`src/rtl/crc16_pkg.sv`:
```
package crc16_pkg;
  localparam logic [15:0] CRC_POLY = 16'h1021;
  localparam int unsigned BYTE_W   = 8;
  localparam int unsigned BLK_SH   = 8;

  function automatic logic [15:0] crc_fold(input logic [15:0] cur, input logic [7:0] d);
    logic [15:0] c;
    logic        fb;
    c = cur;
    for (int i = BYTE_W - 1; i >= 0; i--) begin
      fb = c[15] ^ d[i];
      c  = {c[14:0], 1'b0};
      if (fb) c = c ^ CRC_POLY;
    end
    return c;
  endfunction
endpackage

```
`src/rtl/crc16_bitrev.sv`:
```
module crc16_bitrev #(
  parameter int unsigned W = 8
) (
  input  logic [W-1:0] din,
  output logic [W-1:0] dout
);
  for (genvar g = 0; g < W; g++) begin : g_mirror
    assign dout[g] = din[W-1-g];
  end
endmodule

```
`src/rtl/crc16_core.sv`:
```
module crc16_core
  import crc16_pkg::*;
(
  input  logic        clk,
  input  logic        rst_n,
  input  logic        seed_ones,
  input  logic        init_req,
  input  logic        upd_en,
  input  logic [7:0]  upd_byte,
  output logic [15:0] crc_q
);
  logic [15:0] crc_d;
  logic        crc_en;

  always_comb begin
    crc_en = init_req | upd_en;
    crc_d  = crc_q;
    if (init_req)    crc_d = seed_ones ? 16'hFFFF : 16'h0000;
    else if (upd_en) crc_d = crc_fold(crc_q, upd_byte);
  end

  always_ff @(posedge clk or negedge rst_n) begin
    if (!rst_n)      crc_q <= '0;
    else if (crc_en) crc_q <= crc_d;
  end
endmodule

```
`src/rtl/crc16_scan.sv`:
```
module crc16_scan
  import crc16_pkg::*;
#(
  parameter int unsigned ADDR_W = 16
) (
  input  logic                  clk,
  input  logic                  rst_n,
  input  logic                  start,
  input  logic [ADDR_W-9:0]     blk,
  input  logic [ADDR_W-8:0]     cnt,
  input  logic                  rd_valid,
  output logic                  rd_en,
  output logic [ADDR_W-1:0]     rd_addr,
  output logic                  busy,
  output logic                  done,
  output logic                  take
);
  localparam int unsigned CNT_W = ADDR_W + 1;

  logic [CNT_W-1:0]  issue_q, issue_d;
  logic [CNT_W-1:0]  recv_q,  recv_d;
  logic [ADDR_W-1:0] addr_q,  addr_d;
  logic              done_q,  done_d;
  logic              accept;

  assign rd_en   = (issue_q != '0);
  assign busy    = (recv_q != '0);
  assign take    = busy & rd_valid;
  assign rd_addr = addr_q;
  assign done    = done_q;
  assign accept  = start & ~busy;

  always_comb begin
    issue_d = issue_q;
    recv_d  = recv_q;
    addr_d  = addr_q;
    done_d  = 1'b0;
    if (accept) begin
      issue_d = {cnt, {BLK_SH{1'b0}}};
      recv_d  = {cnt, {BLK_SH{1'b0}}};
      addr_d  = {blk, {BLK_SH{1'b0}}};
      done_d  = (cnt == '0);
    end else begin
      if (rd_en) begin
        issue_d = issue_q - 1'b1;
        addr_d  = addr_q + 1'b1;
      end
      if (take) begin
        recv_d = recv_q - 1'b1;
        done_d = (recv_q == CNT_W'(1));
      end
    end
  end

  always_ff @(posedge clk or negedge rst_n) begin
    if (!rst_n) begin
      issue_q <= '0;
      recv_q  <= '0;
      addr_q  <= '0;
      done_q  <= 1'b0;
    end else begin
      issue_q <= issue_d;
      recv_q  <= recv_d;
      addr_q  <= addr_d;
      done_q  <= done_d;
    end
  end
endmodule

```
`src/rtl/crc16_stream.sv`:
```
module crc16_stream #(
  parameter int unsigned ADDR_W = 16
) (
  input  logic              clk,
  input  logic              rst_n,
  input  logic              seed_ones,
  input  logic              init_req,
  input  logic              byte_valid,
  input  logic [7:0]        byte_in,
  input  logic [7:0]        rev_in,
  output logic [7:0]        rev_out,
  input  logic              scan_start,
  input  logic [ADDR_W-9:0] scan_block,
  input  logic [ADDR_W-8:0] scan_count,
  output logic              mem_rd_en,
  output logic [ADDR_W-1:0] mem_addr,
  input  logic              mem_rd_valid,
  input  logic [7:0]        mem_rd_data,
  output logic [15:0]       crc_out,
  output logic              scan_busy,
  output logic              scan_done
);
  logic       take;
  logic       upd_en;
  logic [7:0] upd_byte;

  crc16_bitrev #(.W(8)) u_rev (.din(rev_in), .dout(rev_out));

  crc16_scan #(.ADDR_W(ADDR_W)) u_scan (
    .clk(clk), .rst_n(rst_n), .start(scan_start), .blk(scan_block),
    .cnt(scan_count), .rd_valid(mem_rd_valid), .rd_en(mem_rd_en),
    .rd_addr(mem_addr), .busy(scan_busy), .done(scan_done), .take(take)
  );

  always_comb begin
    upd_en   = scan_busy ? take : byte_valid;
    upd_byte = scan_busy ? mem_rd_data : byte_in;
  end

  crc16_core u_core (
    .clk(clk), .rst_n(rst_n), .seed_ones(seed_ones), .init_req(init_req),
    .upd_en(upd_en), .upd_byte(upd_byte), .crc_q(crc_out)
  );
endmodule

```
`config.mk`:
```
export PLATFORM = sky130hd
export DESIGN_NAME = crc16_stream
export DESIGN_NICKNAME = d
export VERILOG_FILES = /design/src/rtl/crc16_pkg.sv /design/src/rtl/crc16_bitrev.sv /design/src/rtl/crc16_core.sv /design/src/rtl/crc16_scan.sv /design/src/rtl/crc16_stream.sv
export SDC_FILE = /design/constraint.sdc
export NUM_CORES = 1
export LEC_CHECK = 0
export ABC_AREA = 1
export BUFFER_PORTS_ARGS = -buffer_cell sky130_fd_sc_hd__buf_2
export CORE_MARGIN = 4
export CORE_UTILIZATION = 34
export DETAILED_ROUTE_END_ITERATION = 6
export PLACE_DENSITY_LB_ADDON = 0.1
export SLEW_MARGIN = 20
export SYNTH_ARGS = -nofsm -noshare
export SYNTH_HDL_FRONTEND = slang
export SYNTH_SLANG_ARGS = --single-unit
export TNS_END_PERCENT = 10
```
`constraint.sdc`:
```
create_clock -name clk -period 3.2 [get_ports clk]
set_clock_uncertainty 0.05 [all_clocks]
set_input_delay 0.8 -clock clk [delete_from_list [all_inputs] [get_ports clk]]
set_output_delay 0.8 -clock clk [all_outputs]
set_load 0.01 [all_outputs]
```
==> results.py, run 1 <==
metrics = {
    "setup_path": {
        "crit_buf_inv": 3,
        "cp_slowest_cell": "dfrtp_1",
        "worstPathCellList": "inv_1 > ha_1 > inv_1 > nor2_1 > nand2_2 > nor2_8 > nand2_8 > buf_2",
        "cp.required_ps": 2350,
        "rr_worst_depth": 12,
        "critical_path_class": "flip-flop to output port",
        "cp-end-kind": "output port",
        "cp_max_fo": 18,
        "critical_path.top_delay_family": "simple AND/OR/NAND/NOR gates",
        "regToRegSetupSlack_ps": 620,
        "r2r_start": "u_scan.recv_q[0]$_DFFE_PN0P_",
        "r2r-end": "u_scan.rd_addr[1]$_DFFE_PN0P_",
        "cp-start-kind": "flip-flop",
        "crit_top_cell": "inv_1",
        "crit_path_max_incr_delay_ps": 400,
        "critPathArrivalTime_ps": 1920,
    },
    "yosys": {
        "ys_warn_count": 0,
        "synth_edf_count": 0,
        "ys_seq_area_share_pct": 38.20,
        "yosysMostFrequentCell": "nand2_1",
        "syn_area_mm2": 0.004389,
        "synth_ff_type": "dfrtp_1",
        "synth_common_cells": "nand2_1 (128), inv_1 (82), nand3_1 (72), dfrtp_1 (67), nor2_1 (48)",
        "ys_top_cells_by_area": "dfrtp_1 (38%), nand2_1 (11%), nand3_1 (8.2%)",
        "synth_top_cell_by_area": "dfrtp_1",
        "yosys.area.top_type_share_pct": 38.20,
        "syn-num-nets": 642,
        "syn_inst": 588,
        "synth-seq-cells": 67,
        "syn_area_per_cell_um2": 7.465,
        "async_reset_ff_share_pct": 100.0,
        "synth_cell_type_count": 42,
    },
    "finish": {
        "diodes": 0,
        "finish.utilization_pct": 41.44,
        "nets": 712,
        "syn2layout_area_growth_pct": 19.16,
        "layout-drive-gt1-share_pct": 19.76,
    },
    "routing": {
        "viasPerCell": 4.874,
        "drc": 0,
        "drt_first_pass_iters": 5,
        "num_vias": 4070,
        "drt-wirelength-per-cell_um": 13.98,
        "drt-total-wl_mm": 11.67,
        "ant_nets": 0,
        "drtIter0Drc": 230,
    },
    "clocking": {
        "ctsResizeCount": 0,
        "cts_buffer_depth": 2,
        "postCtsSetupBuffers": 0,
        "cts.clk_slew.worst_paths_ps": 60,
        "cts-root-buf": "clkbuf_16",
        "cts_htree_levels": 3,
        "worst_skew_pair.late_latency_ps": 330,
        "cts_buffers": 9,
        "cts_hold_buf": 0,
        "cts_tree": "done",
        "cts.sinks": 67,
    },
    "sta": {
        "rsz0062_at_grt": "no",
        "slew_headroom_pct": 64.00,
        "period_needed_ps": 2771,
        "finalHoldViolCount": 0,
        "slew_viol_final": 0,
        "tightestPinTransition_ps": 535.0,
        "fmaxAchievable_mhz": 360.9,
        "finalSetupViolCount": 0,
        "post-route-period-util_pct": 86.58,
        "setup_tns_ps": 0,
    },
    "global_route": {
        "grt_pass1_wl_mm": 19.91,
        "overflow": 0,
        "antenna_found_initial": 0,
        "grt_pass1_vias": 3945,
        "grt_usage_pct": 16.79,
        "grt_max_degree": 27,
    },
    "power": {
        "ir_drop_mv": 0.3564,
        "pwr-share-seq_pct": 36.6,
        "switching_power_w": 0.001314,
        "switching_share_pct": 35.71,
        "leakagePower_nw": 2.631,
        "pwr-share-clk_pct": 32.3,
        "power.density_mw_per_mm2": 703.7,
        "p_comb_share_pct": 31.1,
        "internal_power_w": 0.002366,
    },
    "status": {
        "outcome": "finished, final reports clean",
    },
    "die": {
        "fp-row-count": 41,
        "start_util_pct": 34.78,
        "die_w_um": 121.6,
        "die-area_mm2": 0.01479,
        "core-area_mm2": 0.01262,
        "ios": 91,
        "fp.dieH_um": 121.6,
    },
    "placed_design": {
        "gpl.final_weighted_congestion": 0.8499,
        "port_buffers": 74,
        "hpwlAfterDp_mm": 8.964,
    },
    "job": {
        "cap_violations": 0,
    },
    "worst_hold_path": {
        "min_path_type": "input port to asynchronous set/reset pin",
    },
}
[worst reg2reg max path, cell delays in order (launching register included)]
cell	delay (ps)
dfrtp_1	400
inv_1	130
ha_1	160
inv_1	40
nor2_1	100
nand2_2	100
nor2_8	290
nand2_8	190
nor2_4	130
inv_2	180
nand2_2	220
inv_1	200
a22o_1	270
[cells in the final DEF, fill, tap and decap left out, types with 2 or more instances in the layout]
cell type,n
nand2_1,128
inv_1,82
buf_2,74
nand3_1,72
dfrtp_1,67
nor2_1,48
xor2_1,21
a21oi_1,18
nor3_1,12
nand2_2,11
o21ai_0,11
nand4_1,11
o211ai_1,11
o21ai_1,9
clkbuf_16,9
xnor2_1,6
a22oi_1,6
ha_1,6
nand3b_1,5
o221ai_1,5
buf_4,5
nor2_2,4
nor4_1,4
nand3_2,4
nor2_4,3
inv_2,3
or2_2,3
clkbuf_8,3
bufinv_16,3
o22ai_1,2
a21oi_2,2
nand3b_2,2
[power groups by stage]
stage	registers (W)	logic, W	clock network, W
2_1_floorplan	0.00135	0.000813	0
3_3_place_gp	0.00136	0.00114	0
3_5_place_dp	0.00136	0.00115	0
4_1_cts	0.00135	0.00116	0.00122
5_1_grt	0.00140	0.00131	0.00126
6_report	0.00135	0.00114	0.00119
[metal layers]
| layer | global-route usage (%) | wire, um | vias up |
|---|---|---|---|
| li1 | - | - | 2056 |
| met1 | 25.13 | 5954 | 1906 |
| met2 | 24.63 | 5093 | 103 |
| met3 | 3.575 | 535 | 5 |
| met4 | 4.272 | 89 | 0 |
| met5 | 0 | 0 | - |
[sequential cells by signal (all words and copies together), names as in the netlist]
| name | flops |
|---|---|
| u_core.crc_q | 16 |
| u_scan.rd_addr | 16 |
| u_scan.done | 1 |
| u_scan.issue_q | 17 |
| u_scan.recv_q | 17 |
[cells by family (layout without fill, tap and decap cells)]
group	Yosys count	after routing	share of synthesized area [%]
flops	67	67	38.20
fa+ha+maj	6	6	1.710
buf+inv	105	180	10.55
xor+xnor	27	27	5.388
simple gates	312	312	33.92
compound gates	71	71	10.23
[through the flow]
stage	setup slack (ps)	instance area (um2)	hold WS, ps	total power [W]	std cells
after CTS	414.9	5230	381.8	0.003727	835
after detailed placement	600.3	4868	428.3	0.002509	819
after global routing	279.0	5230	398.6	0.003971	835
after global placement	663.5	4868	425.6	0.002497	819
final	429.3	5230	374.1	0.003680	835
after floorplan	1112	4389	432.4	0.002164	588
[worst max-delay path by stage]
stage | from | end | depth (start not counted)
floorplan | u_scan.recv_q[0]$_DFFE_PN0P_ | scan_busy | 8
CTS | u_scan.recv_q[0]$_DFFE_PN0P_ | scan_busy | 8
global placement | u_scan.recv_q[0]$_DFFE_PN0P_ | u_scan.rd_addr[1]$_DFFE_PN0P_ | 12
detailed placement | u_scan.recv_q[0]$_DFFE_PN0P_ | u_scan.rd_addr[1]$_DFFE_PN0P_ | 12
finish | u_scan.recv_q[0]$_DFFE_PN0P_ | scan_busy | 8
global route | u_scan.recv_q[0]$_DFFE_PN0P_ | scan_busy | 8
[cell type report]
class,count,area [um2]
clock buffer,12,266.5
tap,172,215.2
multi-input combinational,416,2250
inverter,85,319.1
clock inverter,4,95.09
timing repair buffer,79,407.9
fill,1372,7390
sequential,67,1677
Power figures use the tool's default switching activity.
==> inputs of run 2 (changes only) <==
--- a/config.mk
+++ b/config.mk
@@ -7,6 +7,8 @@
 export LEC_CHECK = 0
 export ABC_AREA = 1
 export BUFFER_PORTS_ARGS = -buffer_cell sky130_fd_sc_hd__buf_2
+export CELL_PAD_IN_SITES_DETAIL_PLACEMENT = 1
+export CELL_PAD_IN_SITES_GLOBAL_PLACEMENT = 1
 export CORE_MARGIN = 4
 export CORE_UTILIZATION = 34
 export DETAILED_ROUTE_END_ITERATION = 6
==> run 2 against run 1 <==
  * Final area decreased by 0.41%
  * Critical path depth stayed put
  * Sequential share of layout area rose by 0.13 points
  * Critical endpoint unchanged
  * Largest power group unchanged
==> results.py, run 2 (synthesis gave the netlist of run 1 again) <==
metrics = {
    "status": {
        "outcome": "finished, final reports clean",
    },
    "routing": {
        "viasPerCell": 4.981,
        "ant_nets": 0,
        "drc": 0,
        "drtIter0Drc": 209,
        "drt-wirelength-per-cell_um": 15.86,
        "drt_first_pass_iters": 4,
        "drt-total-wl_mm": 13.24,
        "num_vias": 4159,
    },
    "sta": {
        "rsz0062_at_grt": "no",
        "fmaxAchievable_mhz": 358.1,
        "finalHoldViolCount": 0,
        "post-route-period-util_pct": 87.27,
        "slew_viol_final": 0,
        "setup_tns_ps": 0,
        "slew_headroom_pct": 59.73,
        "tightestPinTransition_ps": 604.0,
        "whs_ps": 413.9,
        "finalSetupViolCount": 0,
        "period_needed_ps": 2793,
    },
    "global_route": {
        "grt_pass1_vias": 4331,
        "overflow": 0,
        "grt_max_degree": 30,
        "grt_pass1_wl_mm": 21.93,
        "antenna_found_initial": 0,
        "grt_usage_pct": 18.84,
    },
    "placed_design": {
        "placed_area_mm2": 0.004881,
        "gpl.final_weighted_congestion": 0.8313,
        "port_buffers": 74,
        "hpwlAfterDp_mm": 10.23,
    },
    "clocking": {
        "cts_hold_buf": 0,
        "cts_buffers": 9,
        "cts_buffer_depth": 2,
        "cts_htree_levels": 3,
        "worst_skew_pair.late_latency_ps": 340,
        "postCtsSetupBuffers": 0,
        "cts.clk_slew.worst_paths_ps": 60,
        "cts-root-buf": "clkbuf_16",
        "ctsResizeCount": 0,
        "cts.sinks": 67,
        "cts_tree": "done",
    },
    "die": {
        "core-area_mm2": 0.01262,
        "fp-row-count": 41,
        "fp.dieH_um": 121.6,
        "die-area_mm2": 0.01479,
        "ios": 91,
        "die_w_um": 121.6,
        "start_util_pct": 34.78,
    },
    "power": {
        "power.density_mw_per_mm2": 699.6,
        "p_total_w": 0.003644,
        "ir_drop_mv": 0.3923,
        "leakagePower_nw": 2.622,
    },
    "finish": {
        "mostFrequentLayoutCell": "nand2_1",
        "syn2layout_area_growth_pct": 18.67,
        "reg_top3": "u_scan.issue_q: 17 flops, u_scan.recv_q: 17 flops",
        "finish.utilization_pct": 41.28,
        "nets": 712,
        "mostFrequentLayoutCells": "nand2_1 (128), inv_1 (82), buf_2 (74)",
        "diodes": 0,
        "post-route-cell-area_mm2": 0.005209,
        "layout-drive-gt1-share_pct": 19.76,
    },
    "setup_path": {
        "cp-end-kind": "output port",
        "cp_max_fo": 18,
        "critical_path_class": "flip-flop to output port",
        "cp-start-kind": "flip-flop",
        "critPathArrivalTime_ps": 1940,
        "cp.required_ps": 2350,
    },
    "worst_hold_path": {
        "min_path_type": "input port to asynchronous set/reset pin",
    },
    "job": {
        "cap_violations": 0,
    },
}
-- run 2: cell count changes in the layout (fill, tap and decap cells not counted) --
cell / before / now
clkinv_2: 1 / 3
buf_12: 0 / 1
buf_4: 5 / 4
bufinv_16: 3 / 2
clkbuf_8: 3 / 2
-- run 2: layer usage --
metal / global-route usage (%) / share of wire (%)
met5: 0 / 0
met1: 26.30 / 50
met2: 29.81 / 46
met4: 5.042 / 1.2
met3: 3.853 / 3.3
-- run 2: worst max-delay path, cell delays in order (launching register included) --
cell and delay (ps):
dfrtp_1 400, inv_1 130, ha_1 160, inv_1 50, nor2_1 100, nand2_2 100
nor2_8 280, nand2_8 190, buf_2 190
-- run 2: through the flow --
stage          cells  setup slack [ps]
3_3_place_gp     819             624.1
3_5_place_dp     819             536.8
4_1_cts          835             366.9
5_1_grt          835             260.8
6_report         835             407.3
2_1_floorplan    588              1112
-- run 2: path summary, 6_finish.rpt --
check	from	end	slack, ps	depth (start not counted)
worst min register to register	u_scan.rd_addr[6]$_DFFE_PN0P_	u_scan.rd_addr[6]$_DFFE_PN0P_	440	1
max in group asynchronous	rst_n	u_scan.rd_addr[2]$_DFFE_PN0P_	2010	2
worst max register to register	u_scan.recv_q[0]$_DFFE_PN0P_	u_scan.rd_addr[1]$_DFFE_PN0P_	580	12
worst max-delay path	u_scan.recv_q[0]$_DFFE_PN0P_	scan_busy	410	8
min in group clk	u_scan.rd_addr[6]$_DFFE_PN0P_	u_scan.rd_addr[6]$_DFFE_PN0P_	440	1
worst min-delay path	rst_n	u_scan.issue_q[8]$_DFFE_PN0P_	410	1
-- run 2: area by class of cell --
class	instances	area [um2]
Clock buffer	11	252.7
Sequential cell	67	1677
Tap cell	172	215.2
Timing Repair Buffer	79	420.4
Fill cell	1641	7411
Clock inverter	5	75.07
Inverter	85	319.1
Multi-Input combinational cell	416	2250
-- run 2: where the power goes --
| part | internal (W) | switching [W] |
|---|---|---|
| Sequential | 0.00109 | 0.000261 |
| Combinational | 0.000450 | 0.000720 |
| Clock | 0.000721 | 0.000398 |
| Total | 0.00227 | 0.00138 |
==> inputs of run 3 (changes only) <==
--- a/config.mk
+++ b/config.mk
@@ -11,6 +11,7 @@
 export CELL_PAD_IN_SITES_GLOBAL_PLACEMENT = 1
 export CORE_MARGIN = 4
 export CORE_UTILIZATION = 34
+export CTS_BUF_LIST = sky130_fd_sc_hd__clkbuf_16
 export DETAILED_ROUTE_END_ITERATION = 6
 export PLACE_DENSITY_LB_ADDON = 0.1
 export SLEW_MARGIN = 20
==> run 3 against run 2 <==
  * Register-to-register slack hardly changed
  * Largest cell class unchanged
  * Routed wire length about the same
  * Sequential cell count unchanged
  * Sequential power about the same
  * Critical path depth did not move
  * Maximum frequency rose by 0.16%
  * Via count shrank 0.22%
  * Highest routed layer unchanged
  * Worst hold slack better by 1.6 ps
==> results.py, run 3 (synthesis gave the netlist of run 1 again) <==
metrics = {
    "finish": {
        "reg_top3": "u_scan.issue_q: 17 flops, u_scan.recv_q: 17 flops",
        "syn2layout_area_growth_pct": 18.22,
        "mostFrequentLayoutCell": "nand2_1",
        "diodes": 0,
        "layout-drive-gt1-share_pct": 19.46,
        "fin_cells": 835,
        "finish.utilization_pct": 41.12,
        "n_fill_cell": 1639,
        "nets": 712,
        "mostFrequentLayoutCells": "nand2_1 (128), inv_1 (82), buf_2 (74)",
    },
    "die": {
        "die-area_mm2": 0.01479,
        "ios": 91,
        "die_w_um": 121.6,
        "start_util_pct": 34.78,
        "fp.dieH_um": 121.6,
        "core-area_mm2": 0.01262,
        "fp-row-count": 41,
    },
    "power": {
        "switching_share_pct": 38.33,
        "pwr-share-seq_pct": 37.7,
        "power.density_mw_per_mm2": 692.9,
        "leakagePower_nw": 2.611,
        "internal_power_w": 0.002217,
        "pwr-share-clk_pct": 29.7,
        "p_comb_share_pct": 32.6,
        "switching_power_w": 0.001378,
        "ir_drop_mv": 0.3944,
    },
    "routing": {
        "drc": 0,
        "drt-wirelength-per-cell_um": 15.86,
        "drt-total-wl_mm": 13.24,
        "viasPerCell": 4.970,
        "drt_first_pass_iters": 4,
        "drtIter0Drc": 218,
        "ant_nets": 0,
        "num_vias": 4150,
    },
    "clocking": {
        "cts.sinks": 67,
        "cts_buffers": 9,
        "cts_tree": "done",
        "cts.clk_slew.worst_paths_ps": 60,
        "worst_skew_pair.late_latency_ps": 340,
        "cts_htree_levels": 3,
        "postCtsSetupBuffers": 0,
        "cts_hold_buf": 0,
        "cts_buffer_depth": 2,
        "cts-root-buf": "clkbuf_16",
        "ctsResizeCount": 0,
    },
    "placed_design": {
        "dp.cells": 819,
        "hpwlAfterDp_mm": 10.23,
        "port_buffers": 74,
        "pre_cts_ws_ps": 536.8,
        "gpl.final_weighted_congestion": 0.8313,
    },
    "sta": {
        "setup_tns_ps": 0,
        "period_needed_ps": 2788,
        "fin_ws_ps": 411.9,
        "finalSetupViolCount": 0,
        "post-route-period-util_pct": 87.13,
        "fmaxAchievable_mhz": 358.7,
        "slew_viol_final": 0,
        "tightestPinTransition_ps": 603.3,
        "slew_headroom_pct": 59.78,
        "rsz0062_at_grt": "no",
        "finalHoldViolCount": 0,
    },
    "setup_path": {
        "critical_path_class": "flip-flop to output port",
        "cp.required_ps": 2350,
        "cp-end-kind": "output port",
        "cp_max_fo": 18,
        "cp-start-kind": "flip-flop",
        "critPathArrivalTime_ps": 1940,
    },
    "global_route": {
        "overflow": 0,
        "grt_pass1_vias": 4331,
        "antenna_found_initial": 0,
        "grt_pass1_wl_mm": 21.94,
        "grt_max_degree": 30,
        "grt_usage_pct": 18.85,
    },
    "status": {
        "outcome": "finished, final reports clean",
    },
    "worst_hold_path": {
        "min_path_type": "input port to asynchronous set/reset pin",
    },
    "job": {
        "cap_violations": 0,
    },
}
==> run 3: cell type report <==
type / count / area [um2] / share of cell area [%]
Multi-Input combinational cell: 416 / 2250 / 43.36
Timing Repair Buffer: 79 / 420.4 / 8.102
Clock inverter: 7 / 82.58 / 1.592
Clock buffer: 9 / 225.2 / 4.340
Sequential cell: 67 / 1677 / 32.31
Inverter: 85 / 319.1 / 6.149
Tap cell: 172 / 215.2 / 4.148
==> run 3: path summary, 6_finish.rpt <==
check / slack (ps) / to / start / depth (start not counted)
worst max register to register: 590 / u_scan.rd_addr[1]$_DFFE_PN0P_ / u_scan.recv_q[0]$_DFFE_PN0P_ / 12
worst min register to register: 440 / u_scan.rd_addr[6]$_DFFE_PN0P_ / u_scan.rd_addr[6]$_DFFE_PN0P_ / 1
min in group clk: 440 / u_scan.rd_addr[6]$_DFFE_PN0P_ / u_scan.rd_addr[6]$_DFFE_PN0P_ / 1
max in group asynchronous: 2010 / u_scan.rd_addr[2]$_DFFE_PN0P_ / rst_n / 2
worst min-delay path: 420 / u_scan.issue_q[8]$_DFFE_PN0P_ / rst_n / 1
worst max-delay path: 410 / scan_busy / u_scan.recv_q[0]$_DFFE_PN0P_ / 8
==> run 3: layer usage <==
metal / up-vias / GRT usage (%) / wire length [um]
li1: 2056 / - / -
met1: 2029 / 26.30 / 6591
met2: 57 / 29.88 / 6048
met3: 8 / 3.853 / 447
met4: 0 / 5.042 / 153
met5: - / 0 / 0
==> run 3: through the flow <==
stage	total power (W)	hold WS, ps	area (um2)
floorplan	0.002164	432.4	4389
detailed placement	0.002548	433.7	4881
CTS	0.003638	428.7	5189
finish	0.003595	415.6	5189
global placement	0.002508	424.2	4881
global route	0.003875	449.6	5189
==> run 3: worst max-delay path, cell delays in order, from the launching register on <==
cell	delay (ps)
dfrtp_1	400
inv_1	130
ha_1	160
inv_1	50
nor2_1	100
nand2_2	100
nor2_8	280
nand2_8	190
buf_2	190
==> run 3: power groups by stage <==
stage / Combinational, W / Clock, W / Sequential [W]
6_report: 0.00117 / 0.00107 / 0.00136
5_1_grt: 0.00135 / 0.00113 / 0.00139
4_1_cts: 0.00119 / 0.00109 / 0.00136
3_5_place_dp: 0.00118 / 0 / 0.00136
3_3_place_gp: 0.00115 / 0 / 0.00136
2_1_floorplan: 0.000813 / 0 / 0.00135
